===== src/rtl/ifr_tx_pkg.sv =====
// Shared codes for the in-frame response sequencer.
// Assumes: symbol kinds are decoded by the bit-level transmitter.
package ifr_tx_pkg;
    typedef enum logic [2:0] {
        ST_IDLE,
        ST_NORM,
        ST_DATA,
        ST_CRC,
        ST_EOD,
        ST_PAD
    } seq_state_t;

    localparam logic [1:0] KIND_DATA = 2'd0;
    localparam logic [1:0] KIND_NORM = 2'd1;
    localparam logic [1:0] KIND_EOD  = 2'd2;

    localparam int NFLAG   = 3;
    localparam int FLG_ARB = 0;
    localparam int FLG_ERR = 1;
    localparam int FLG_UNR = 2;
endpackage


===== src/rtl/ifr_crc_gen.sv =====
// Byte-wide CRC accumulator for response bytes, MSB first.
// Assumes: init and upd are never high in the same cycle; init wins if they are.
module ifr_crc_gen #(
    parameter int              W    = 8,
    parameter logic [W-1:0]    POLY = 8'h1D,
    parameter logic [W-1:0]    INIT = 8'hFF
) (
    input  logic         clk,
    input  logic         rst_n,
    input  logic         init,
    input  logic         upd,
    input  logic [W-1:0] din,
    output logic [W-1:0] crc_q
);
    // One full byte of polynomial division.
    function automatic logic [W-1:0] step_byte(input logic [W-1:0] c, input logic [W-1:0] d);
        logic [W-1:0] r;
        r = c ^ d;
        for (int i = 0; i < W; i++) begin
            r = r[W-1] ? ((r << 1) ^ POLY) : (r << 1);
        end
        return r;
    endfunction

    // Holds the running remainder; restarts on init.
    always_ff @(posedge clk) begin
        if (!rst_n)     crc_q <= INIT;
        else if (init)  crc_q <= INIT;
        else if (upd)   crc_q <= step_byte(crc_q, din);
    end
endmodule


===== src/rtl/ifr_cpu_regs.sv =====
// Processor-facing state: data register, request and end-of-data bits,
// empty interrupt and sticky status flags.
// Assumes: event strobes from the sequencer are single-cycle.
module ifr_cpu_regs
    import ifr_tx_pkg::*;
#(
    parameter int W = 8
) (
    input  logic             clk,
    input  logic             rst_n,
    input  logic             cpu_wr_data,
    input  logic [W-1:0]     cpu_wdata,
    input  logic             cpu_arm,
    input  logic             cpu_last,
    input  logic [NFLAG-1:0] cpu_flag_clr,
    input  logic             eod_seen,
    input  logic             eod_crc_ok,
    input  logic             bus_err,
    input  logic             seq_idle,
    input  logic             ld_dr,
    input  logic             done_ok,
    input  logic             ev_arb,
    input  logic             ev_unr,
    output logic [W-1:0]     dr_q,
    output logic             dr_full,
    output logic             arm_bit,
    output logic             last_bit,
    output logic             dre_irq,
    output logic             err_hit,
    output logic [NFLAG-1:0] flags
);
    logic             eod_d;
    logic             arm_ok;
    logic             drop_req;
    logic [NFLAG-1:0] set_v;

    // Decode which requests are accepted and which events drop the request.
    always_comb begin
        err_hit  = bus_err && (arm_bit || !seq_idle);
        arm_ok   = cpu_arm && seq_idle && !eod_seen && !eod_d;
        drop_req = err_hit || done_ok || ev_arb || ev_unr ||
                   (seq_idle && eod_seen && !eod_crc_ok);
        set_v    = '0;
        set_v[FLG_ARB] = ev_arb;
        set_v[FLG_ERR] = err_hit;
        set_v[FLG_UNR] = ev_unr;
    end

    // Remembers the previous end-of-data cycle for the arming window.
    always_ff @(posedge clk) begin
        if (!rst_n) eod_d <= 1'b0;
        else        eod_d <= eod_seen;
    end

    // Request and end-of-data bits.
    always_ff @(posedge clk) begin
        if (!rst_n) begin
            arm_bit  <= 1'b0;
            last_bit <= 1'b0;
        end else if (drop_req) begin
            arm_bit  <= 1'b0;
            last_bit <= 1'b0;
        end else begin
            if (arm_ok)              arm_bit  <= 1'b1;
            if (cpu_last && arm_bit) last_bit <= 1'b1;
        end
    end

    // Data register and its full marker.
    always_ff @(posedge clk) begin
        if (!rst_n) begin
            dr_q    <= '0;
            dr_full <= 1'b0;
        end else if (cpu_wr_data) begin
            dr_q    <= cpu_wdata;
            dr_full <= 1'b1;
        end else if (ld_dr) begin
            dr_full <= 1'b0;
        end
    end

    // Empty interrupt: one pulse per load while more bytes are expected.
    always_ff @(posedge clk) begin
        if (!rst_n) dre_irq <= 1'b0;
        else        dre_irq <= ld_dr && !last_bit;
    end

    // Sticky flags, one register each; set wins over clear.
    for (genvar g = 0; g < NFLAG; g++) begin : g_flag
        logic f_q;
        always_ff @(posedge clk) begin
            if (!rst_n)               f_q <= 1'b0;
            else if (set_v[g])        f_q <= 1'b1;
            else if (cpu_flag_clr[g]) f_q <= 1'b0;
        end
        assign flags[g] = f_q;
    end
endmodule


===== src/rtl/ifr_tx_fsm.sv =====
// Response sequencer: normalization bit, data bytes, CRC byte, end-of-data,
// plus the fill bits after arbitration is lost on a byte's last bit.
// Assumes: sym_done is a one-cycle pulse; arb_lost is valid with sym_done.
module ifr_tx_fsm
    import ifr_tx_pkg::*;
#(
    parameter int W        = 8,
    parameter int PAD_BITS = 2
) (
    input  logic         clk,
    input  logic         rst_n,
    input  logic         eod_seen,
    input  logic         eod_crc_ok,
    input  logic         arm_bit,
    input  logic         last_bit,
    input  logic         dr_full,
    input  logic [W-1:0] dr_q,
    input  logic [W-1:0] crc_q,
    input  logic         sym_done,
    input  logic         arb_lost,
    input  logic         err_hit,
    output logic         seq_idle,
    output logic         crc_clr,
    output logic         ld_dr,
    output logic         done_ok,
    output logic         ev_arb,
    output logic         ev_unr,
    output logic         sym_valid,
    output logic [1:0]   sym_kind,
    output logic         sym_bit
);
    localparam int             CNT_W    = (W > 1) ? $clog2(W) : 1;
    localparam int             PAD_W    = $clog2(PAD_BITS) + 1;
    localparam logic [CNT_W-1:0] LAST_BIT = CNT_W'(W - 1);
    localparam logic [PAD_W-1:0] LAST_PAD = PAD_W'(PAD_BITS - 1);

    seq_state_t       st;
    logic [W-1:0]     sh;
    logic [CNT_W-1:0] cnt;
    logic [PAD_W-1:0] pcnt;
    logic             in_byte;
    logic             start;
    logic             arb_hit;
    logic             fetch;
    logic             ld_crc;

    // Event decode for this cycle.
    always_comb begin
        in_byte  = (st == ST_DATA) || (st == ST_CRC);
        seq_idle = (st == ST_IDLE);
        start    = seq_idle && eod_seen && eod_crc_ok && arm_bit && !err_hit;
        arb_hit  = in_byte && sym_done && arb_lost && !err_hit;
        fetch    = !err_hit && !arb_hit && sym_done &&
                   ((st == ST_NORM) || ((st == ST_DATA) && (cnt == LAST_BIT)));
        ld_dr    = fetch && dr_full;
        ld_crc   = fetch && !dr_full && last_bit && (st == ST_DATA);
        ev_unr   = fetch && !dr_full && !ld_crc;
        ev_arb   = arb_hit;
        done_ok  = (st == ST_EOD) && sym_done && !err_hit;
        crc_clr  = start || err_hit || arb_hit || ev_unr;
    end

    // Symbol presented to the bit-level transmitter.
    always_comb begin
        sym_valid = !seq_idle;
        sym_bit   = (st == ST_PAD) ? 1'b1 : sh[W-1];
        case (st)
            ST_NORM: sym_kind = KIND_NORM;
            ST_EOD:  sym_kind = KIND_EOD;
            default: sym_kind = KIND_DATA;
        endcase
    end

    // State, shift register and counters.
    always_ff @(posedge clk) begin
        if (!rst_n) begin
            st   <= ST_IDLE;
            sh   <= '0;
            cnt  <= '0;
            pcnt <= '0;
        end else if (err_hit) begin
            st <= ST_IDLE;
        end else begin
            case (st)
                ST_IDLE: if (start) st <= ST_NORM;
                ST_NORM: if (sym_done) begin
                    if (ld_dr) begin
                        st  <= ST_DATA;
                        sh  <= dr_q;
                        cnt <= '0;
                    end else begin
                        st <= ST_IDLE;
                    end
                end
                ST_DATA, ST_CRC: if (arb_hit) begin
                    if (cnt == LAST_BIT) begin
                        st   <= ST_PAD;
                        pcnt <= '0;
                    end else begin
                        st <= ST_IDLE;
                    end
                end else if (sym_done) begin
                    if (cnt != LAST_BIT) begin
                        sh  <= sh << 1;
                        cnt <= cnt + 1'b1;
                    end else if (st == ST_CRC) begin
                        st <= ST_EOD;
                    end else if (ld_dr) begin
                        sh  <= dr_q;
                        cnt <= '0;
                    end else if (ld_crc) begin
                        st  <= ST_CRC;
                        sh  <= ~crc_q;
                        cnt <= '0;
                    end else begin
                        st <= ST_IDLE;
                    end
                end
                ST_EOD: if (sym_done) st <= ST_IDLE;
                ST_PAD: if (sym_done) begin
                    if (pcnt == LAST_PAD) st <= ST_IDLE;
                    else                  pcnt <= pcnt + 1'b1;
                end
                default: st <= ST_IDLE;
            endcase
        end
    end
endmodule


===== src/rtl/ifr_tx_seq.sv =====
// Top of the in-frame response transmit sequencer: joins the register
// side, the CRC accumulator and the symbol sequencer.
// Assumes: one clock domain; all bus inputs already synchronized.
module ifr_tx_seq
    import ifr_tx_pkg::*;
#(
    parameter int                 BYTE_W   = 8,
    parameter logic [BYTE_W-1:0]  CRC_POLY = 8'h1D,
    parameter logic [BYTE_W-1:0]  CRC_INIT = 8'hFF,
    parameter int                 PAD_BITS = 2
) (
    input  logic              clk,
    input  logic              rst_n,
    input  logic              cpu_wr_data,
    input  logic [BYTE_W-1:0] cpu_wdata,
    input  logic              cpu_arm,
    input  logic              cpu_last,
    input  logic [2:0]        cpu_flag_clr,
    output logic              arm_bit,
    output logic              last_bit,
    output logic              dre_irq,
    output logic              flag_arb,
    output logic              flag_err,
    output logic              flag_unr,
    input  logic              eod_seen,
    input  logic              eod_crc_ok,
    output logic              sym_valid,
    output logic [1:0]        sym_kind,
    output logic              sym_bit,
    input  logic              sym_done,
    input  logic              arb_lost,
    input  logic              bus_err
);
    logic [BYTE_W-1:0] dr_q;
    logic [BYTE_W-1:0] crc_q;
    logic              dr_full;
    logic              err_hit;
    logic              seq_idle;
    logic              crc_clr;
    logic              ld_dr;
    logic              done_ok;
    logic              ev_arb;
    logic              ev_unr;
    logic [NFLAG-1:0]  flags;

    ifr_cpu_regs #(.W(BYTE_W)) u_regs (
        .clk          (clk),
        .rst_n        (rst_n),
        .cpu_wr_data  (cpu_wr_data),
        .cpu_wdata    (cpu_wdata),
        .cpu_arm      (cpu_arm),
        .cpu_last     (cpu_last),
        .cpu_flag_clr (cpu_flag_clr),
        .eod_seen     (eod_seen),
        .eod_crc_ok   (eod_crc_ok),
        .bus_err      (bus_err),
        .seq_idle     (seq_idle),
        .ld_dr        (ld_dr),
        .done_ok      (done_ok),
        .ev_arb       (ev_arb),
        .ev_unr       (ev_unr),
        .dr_q         (dr_q),
        .dr_full      (dr_full),
        .arm_bit      (arm_bit),
        .last_bit     (last_bit),
        .dre_irq      (dre_irq),
        .err_hit      (err_hit),
        .flags        (flags)
    );

    ifr_crc_gen #(.W(BYTE_W), .POLY(CRC_POLY), .INIT(CRC_INIT)) u_crc (
        .clk   (clk),
        .rst_n (rst_n),
        .init  (crc_clr),
        .upd   (ld_dr),
        .din   (dr_q),
        .crc_q (crc_q)
    );

    ifr_tx_fsm #(.W(BYTE_W), .PAD_BITS(PAD_BITS)) u_fsm (
        .clk        (clk),
        .rst_n      (rst_n),
        .eod_seen   (eod_seen),
        .eod_crc_ok (eod_crc_ok),
        .arm_bit    (arm_bit),
        .last_bit   (last_bit),
        .dr_full    (dr_full),
        .dr_q       (dr_q),
        .crc_q      (crc_q),
        .sym_done   (sym_done),
        .arb_lost   (arb_lost),
        .err_hit    (err_hit),
        .seq_idle   (seq_idle),
        .crc_clr    (crc_clr),
        .ld_dr      (ld_dr),
        .done_ok    (done_ok),
        .ev_arb     (ev_arb),
        .ev_unr     (ev_unr),
        .sym_valid  (sym_valid),
        .sym_kind   (sym_kind),
        .sym_bit    (sym_bit)
    );

    assign flag_arb = flags[FLG_ARB];
    assign flag_err = flags[FLG_ERR];
    assign flag_unr = flags[FLG_UNR];
endmodule


===== config.mk =====
export PLATFORM = sky130hd
export DESIGN_NAME = ifr_tx_seq
export DESIGN_NICKNAME = d
export VERILOG_FILES = /design/src/rtl/ifr_tx_pkg.sv /design/src/rtl/ifr_crc_gen.sv /design/src/rtl/ifr_cpu_regs.sv /design/src/rtl/ifr_tx_fsm.sv /design/src/rtl/ifr_tx_seq.sv
export SDC_FILE = /design/constraint.sdc
export NUM_CORES = 1
export LEC_CHECK = 0
export BUFFER_PORTS_ARGS = -buffer_cell sky130_fd_sc_hd__buf_2
export CORE_AREA = 2 2 95 88
export CTS_CLUSTER_SIZE = 28
export DETAILED_ROUTE_END_ITERATION = 16
export DIE_AREA = 0 0 97 90
export PLACE_DENSITY = 0.53
export SETUP_SLACK_MARGIN = 0.2
export SLEW_MARGIN = 25
export SYNTH_ARGS = -nofsm -noshare
export SYNTH_HDL_FRONTEND = slang
export SYNTH_HIERARCHICAL = 1
export SYNTH_SLANG_ARGS = --single-unit

===== constraint.sdc =====
create_clock -name clk -period 3.5 [get_ports clk]
set_clock_uncertainty 0.1 [all_clocks]
set_input_delay 0.175 -clock clk [delete_from_list [all_inputs] [get_ports clk]]
set_output_delay 0.175 -clock clk [all_outputs]
set_load 0.02 [all_outputs]

# == Yosys cells after proc, flatten, opt, wreduce, memory -nomap -nowiden ==
# Cells that the tools add are included.
# classes
add_sub_neg,2
eq_ne,24
mux,55
bitwise,12
n_reduce_logical,58
# op_table
op,count
$mux W8,8
$mux W3,19
$mux W5,8
$not A4 Y4,8
$logic_and A1 B1 Y1,25
$ne A2 B2 Y1 const B,10
$pmux W8 S2,1
$reduce_and A8 Y1,2
$pmux W3 S5,1
$mux W2,6
$ne A3 B3 Y1 const B,4
$reduce_bool A2 Y1,6
$logic_or A1 B1 Y1,10
$eq A3 B3 Y1 const B,3
$logic_not A1 Y1,9
$mux W1,9
$not A8 Y8,1
$pmux W2 S2,2
$reduce_or A2 Y1,4
$xor A8 B8 Y8,1
$eq A3 B2 Y1 const B,2
$pmux W3 S2,1
$reduce_and A6 Y1,1
$ne A4 B2 Y1 const B,1
other kinds (8),9
# word_totals
regBits,40
in_bits,21
out_inout_bits,10
elab_cells,165

# == Depth between registers and ports, before layout ==
# depth
depth_word,20
depth_mapped,11
mapped_depth_nobuf,10

# == Cells and area by module ==
# The synthesis kept the hierarchy.
# modules_own_cells
mod,instances,cells_each,area_per_inst_um2,seq_area_each_um2
ifr_tx_fsm,1,159,1360.1,320.3
ifr_crc_gen,1,57,653.1,160.2
ifr_cpu_regs,1,59,633.1,320.3

# == Worst setup path before layout ==
# OpenSTA, ideal clock, no wires.
# synth_path
kind,register to register
from,register u_fsm.st[1]
to,register u_crc.crc_q[1]
setup_ns,0.069
arrival_time_ns,2.546
t_required_ns,3.331
path_slack_ns,0.785
stages_incl_launch_ff,12
n_path_buf,1
synth_period_minus_slack_ns,2.715
path_cell_list,dfxtp_1 > or3_1 > inv_2 > nor2b_1 > nor2_1 > nor3b_4 > o211ai_1 > a311oi_1 > nand2b_1 > nor2b_1 > clkbuf_1 > o21ai_1
# synth_via
elab_chain_len,17
elab_cells_between_ends,32
cone_classes,eq/ne: 3; reduce/logical: 29
# synth_lines
element,line_no,rtl
from (decl),ifr_tx_fsm.sv:37,seq_state_t st;
from (signal assigned),ifr_tx_fsm.sv:77,st <= ST_IDLE;
from (signal assigned),ifr_tx_fsm.sv:82,st <= ST_IDLE;
from (signal assigned),ifr_tx_fsm.sv:85,ST_IDLE: if (start) st <= ST_NORM;
$logic_not A3 Y1 *,ifr_tx_fsm.sv:50,seq_idle = (st == ST_IDLE);
$logic_not A1 Y1 *,-,
net sym_valid,ifr_tx_seq.sv:27,"output logic sym_valid,"
$logic_or A1 B1 Y1 *,ifr_cpu_regs.sv:39,err_hit = bus_err && (arm_bit || !seq_idle);
$logic_and A1 B1 Y1 *,ifr_cpu_regs.sv:39,
net err_hit,ifr_tx_seq.sv:37,logic err_hit;
$logic_not A1 Y1 *,"ifr_tx_fsm.sv:52, ifr_tx_fsm.sv:53",
$logic_and A1 B1 Y1,ifr_tx_fsm.sv:52,arb_hit = in_byte && sym_done && arb_lost && !err_hit;
[4 not listed],-,
$logic_and A1 B1 Y1 *,"ifr_tx_fsm.sv:56, ifr_tx_fsm.sv:57",
$logic_and A1 B1 Y1 (2 in series),ifr_tx_fsm.sv:56,ld_crc = fetch && !dr_full && last_bit && (st == ST_DATA);
$logic_not A1 Y1,ifr_tx_fsm.sv:57,ev_unr = fetch && !dr_full && !ld_crc;
$logic_and A1 B1 Y1 *,ifr_tx_fsm.sv:57,
net ev_unr,ifr_tx_seq.sv:43,logic ev_unr;
$logic_or A1 B1 Y1 *,ifr_tx_fsm.sv:60,crc_clr = start || err_hit || arb_hit || ev_unr;
net crc_clr,ifr_tx_seq.sv:39,logic crc_clr;
$reduce_or A2 Y1 (no line) *,-,
to (signal assigned),ifr_crc_gen.sv:29,"else if (upd) crc_q <= step_byte(crc_q, din);"
to (decl),ifr_crc_gen.sv:13,output logic [W-1:0] crc_q
# Mark *: on every way through the listed nets, which the timed path passes. The rest lies on a longest branch.
# A chain may end at the register's enable or synchronous reset.

# == Worst setup path in the final report ==
# layout_path
from,register u_fsm.st[1]
to,register u_crc.crc_q[1]
# layout_via
elab_chain_len,17
elab_cells_between_ends,32
cone_classes,eq/ne: 3; reduce/logical: 29
# layout_lines
element,line_no,rtl
$logic_not A3 Y1 *,ifr_tx_fsm.sv:50,
net seq_idle,ifr_tx_seq.sv:38,logic seq_idle;
$logic_not A1 Y1 *,ifr_cpu_regs.sv:39,
$logic_or A1 B1 Y1 *,ifr_cpu_regs.sv:39,
$logic_and A1 B1 Y1 *,ifr_cpu_regs.sv:39,
net err_hit,ifr_tx_seq.sv:37,
$logic_not A1 Y1 *,"ifr_tx_fsm.sv:52, ifr_tx_fsm.sv:53",
$logic_and A1 B1 Y1,ifr_tx_fsm.sv:52,
[4 not listed],-,
$logic_and A1 B1 Y1 *,"ifr_tx_fsm.sv:56, ifr_tx_fsm.sv:57",
$logic_and A1 B1 Y1 (2 in series),ifr_tx_fsm.sv:56,
$logic_not A1 Y1,ifr_tx_fsm.sv:57,
$logic_and A1 B1 Y1 *,ifr_tx_fsm.sv:57,
net ev_unr,ifr_tx_seq.sv:43,
$logic_or A1 B1 Y1 *,ifr_tx_fsm.sv:60,
net crc_clr,ifr_tx_seq.sv:39,
$reduce_or A2 Y1 (no line) *,-,
# Marks and branches as above.

==> flow_summary.toml <==
[layout]
fin_nets = 326
multi_input_area_mm2 = 0.00169
layout_common_cells = "dfxtp_1, buf_2, nor2b_1"
final_common_cell = "dfxtp_1"
ff_latch_area_um2 = 801
syn_to_final_growth_pct = 12.2
num-fill-cells = 802
layout-drive-gt1-share = 0.231
diodes = 0

[critical_path]
r2r-start = "u_fsm/st[1]"
crit_fanout = 16
ff2ff_path_depth = 13
r2r_end = "u_crc/crc_q[1]"
arrival_ns = 2.96
path_class = "register to register"
startpoint = "u_fsm/st[1]"
crit_path_end_kind = "register"
endpoint = "u_crc/crc_q[1]"
crit_path_start_kind = "register"
cp_data_required_time_ns = 3.63
r2r_slack_ns = 0.66

[drt]
top_layer = "met4"
dr.pass1.iters = 4
wl_met2_um = 2650
via_count = 2118
final_antenna_net_count = 0
drtIter0Drc = 116
viasPerCell = 5.27
met1_length_um = 3120
post_drt_wl_per_cell_um = 15.1
routed_wl_um = 6080
met3WireLength_um = 222
drcViolationCount = 0

[cts]
cts.sinks = 40
root_buffer = "clkbuf_8"
h-tree-depth = 2
cts_tree = "done"
cts-buffers-inserted = 5
cts_buffer_depth = 2
ctsHoldBuffers = 0
clk_latency_ns = 0.30
cts.clk_slew.worst_paths_ns = 0.08
cts_setup_buffers = 0
post_cts_resized = 0

[timing]
timing.final.ws_setup_ns = 0.664
fin_crit_sh = 0.810
finalSetupViolCount = 0
hold_violations = 0
maxSlewViolCount = 0
tightestPinTransition_ns = 0.647
grt_setup_unrepaired = "no"
fin_crit_ns = 2.84
fmax_mhz = 353
relSlewSlack = 0.569
setup_tns_ns = 0

[placed_design]
place_ws_ns = 0.690
io_buffer_count = 30
hpwl_um = 4370
gp_congestion = 0.805

[hold_path]
holdPathStages = 2
hold_path.class = "primary input to register"

[floorplan]
core-area_mm2 = 0.00780
rows = 31
dieHeight_um = 90
io_pins = 31
initial_core_util = 0.339
die_area_mm2 = 0.00873
die_w_um = 97

[synthesis]
syn-cell-area_mm2 = 0.00265
syn_inst = 275
ys_ff_latch = 40
seq_area_frac_synth = 0.303
synth.net_count = 299
synthFlopType = "dfxtp_1"
syn_avg_cell_area_um2 = 9.62
async_flop_share = 0
synth_edf_count = 0
yosysUniqueCellTypes = 62
yosysWarnings = 6

[grt]
grt_pass1_wl_um = 10300
grt_usage = 0.143
grt_start_max_net_pins = 32
grt_remaining_overflow = 0
grt_pass1_vias = 2003
antenna_found_initial = 0

[power]
leakage_nw = 1.25
ir_drop_v = 0.000198
powerDensity_mw_per_mm2 = 342

[flow_run]
max-cap-violations = 0

[run_status]
status = "finished, final reports clean"
[where the power goes]
part | leakage [nW] | internal, W | switching (W)
Combinational | 0.870 | 0.0000826 | 0.0000749
Sequential | 0.325 | 0.000465 | 0.0000155
Clock | 0.0552 | 0.000212 | 0.000167
[critical path, stage by stage (launching register included)]
cell	delay, ns
dfxtp_1	0.30
buf_4	0.17
or3_1	0.39
inv_2	0.12
nor2b_1	0.20
nor2_1	0.18
nor3b_4	0.27
o211ai_1	0.16
a311oi_1	0.30
buf_4	0.18
nand2b_1	0.10
nor2b_1	0.05
buf_4	0.17
o21ai_1	0.08
[cell families after synthesis]
kind of cell	count (synthesis)	synth area share
muxes	16	0.0605
adders and majority gates	3	0.0142
xor gates and xnor gates	26	0.132
DFF	40	0.303
buffers and inverters	27	0.0586
AOI/OAI and AO/OA	66	0.210
and+or+nand+nor	97	0.221
[layer usage]
| metal | vias to the layer above | track usage |
|---|---|---|
| met3 | 6 | 0.0218 |
| met5 | - | 0 |
| li1 | 1060 | - |
| met2 | 54 | 0.222 |
| met4 | 0 | 0.0446 |
| met1 | 998 | 0.203 |
[stage by stage]
| stage | total power [W] | utilization | std cells | cell area [um2] | hold slack (ns) |
|---|---|---|---|---|---|
| finish | 0.00102 | 0.381 | 402 | 2970 | 0.0216 |
| detailed placement | 0.000649 | 0.367 | 394 | 2860 | 0.328 |
| CTS | 0.00103 | 0.381 | 402 | 2970 | 0.0132 |
| floorplan | 0.000610 | - | 275 | 2650 | 0.197 |
| global placement | 0.000650 | 0.367 | 394 | 2860 | 0.323 |
| global route | 0.00107 | 0.381 | 402 | 2970 | 0.0290 |
[cell usage after synthesis, types with 4 or more instances]
library cell,count,area share
nand2_1,15,0.021
o21a_1,5,0.014
xor2_1,4,0.013
nor3_1,7,0.013
buf_4,6,0.017
xnor3_1,4,0.034
inv_1,6,0.0085
mux2i_1,16,0.061
nand2b_1,4,0.0095
o21ai_0,5,0.0095
a21oi_1,10,0.019
nor2_1,12,0.017
o41ai_2,7,0.043
xnor2_1,12,0.040
buf_2,5,0.0095
or3_1,11,0.026
o211ai_1,13,0.037
dfxtp_1,40,0.30
clkbuf_1,5,0.0071
nor2b_1,17,0.040
and3_1,10,0.024
[flip-flops by register name, indices dropped and copies added (netlist names), 2 cells and up]
name	flops
u_fsm/st	3
u_fsm/cnt	3
u_fsm/sh	8
u_regs/g_flag.f_q	3
u_crc/crc_q	8
u_fsm/pcnt	2
u_regs/dr_q	8
[worst min-delay path by stage]
stage          slack (ns)      from         endpoint
5_1_grt              0.03  eod_seen     u_regs/eod_d
3_5_place_dp         0.33  eod_seen     u_regs/eod_d
2_1_floorplan        0.20  eod_seen     u_regs/eod_d
6_report             0.02  eod_seen     u_regs/eod_d
4_1_cts              0.01  eod_seen     u_regs/eod_d
3_3_place_gp         0.32  cpu_last  u_regs/last_bit
[layout make-up]
type | count | share of cell area
well taps | 99 | 0.0417
multi-input cells | 208 | 0.569
clock inverters | 2 | 0.0118
clock buffers | 6 | 0.0244
inverters | 8 | 0.0101
repair buffers | 39 | 0.0733
flip-flops and latches | 40 | 0.270
Power figures use the tool's default switching activity.
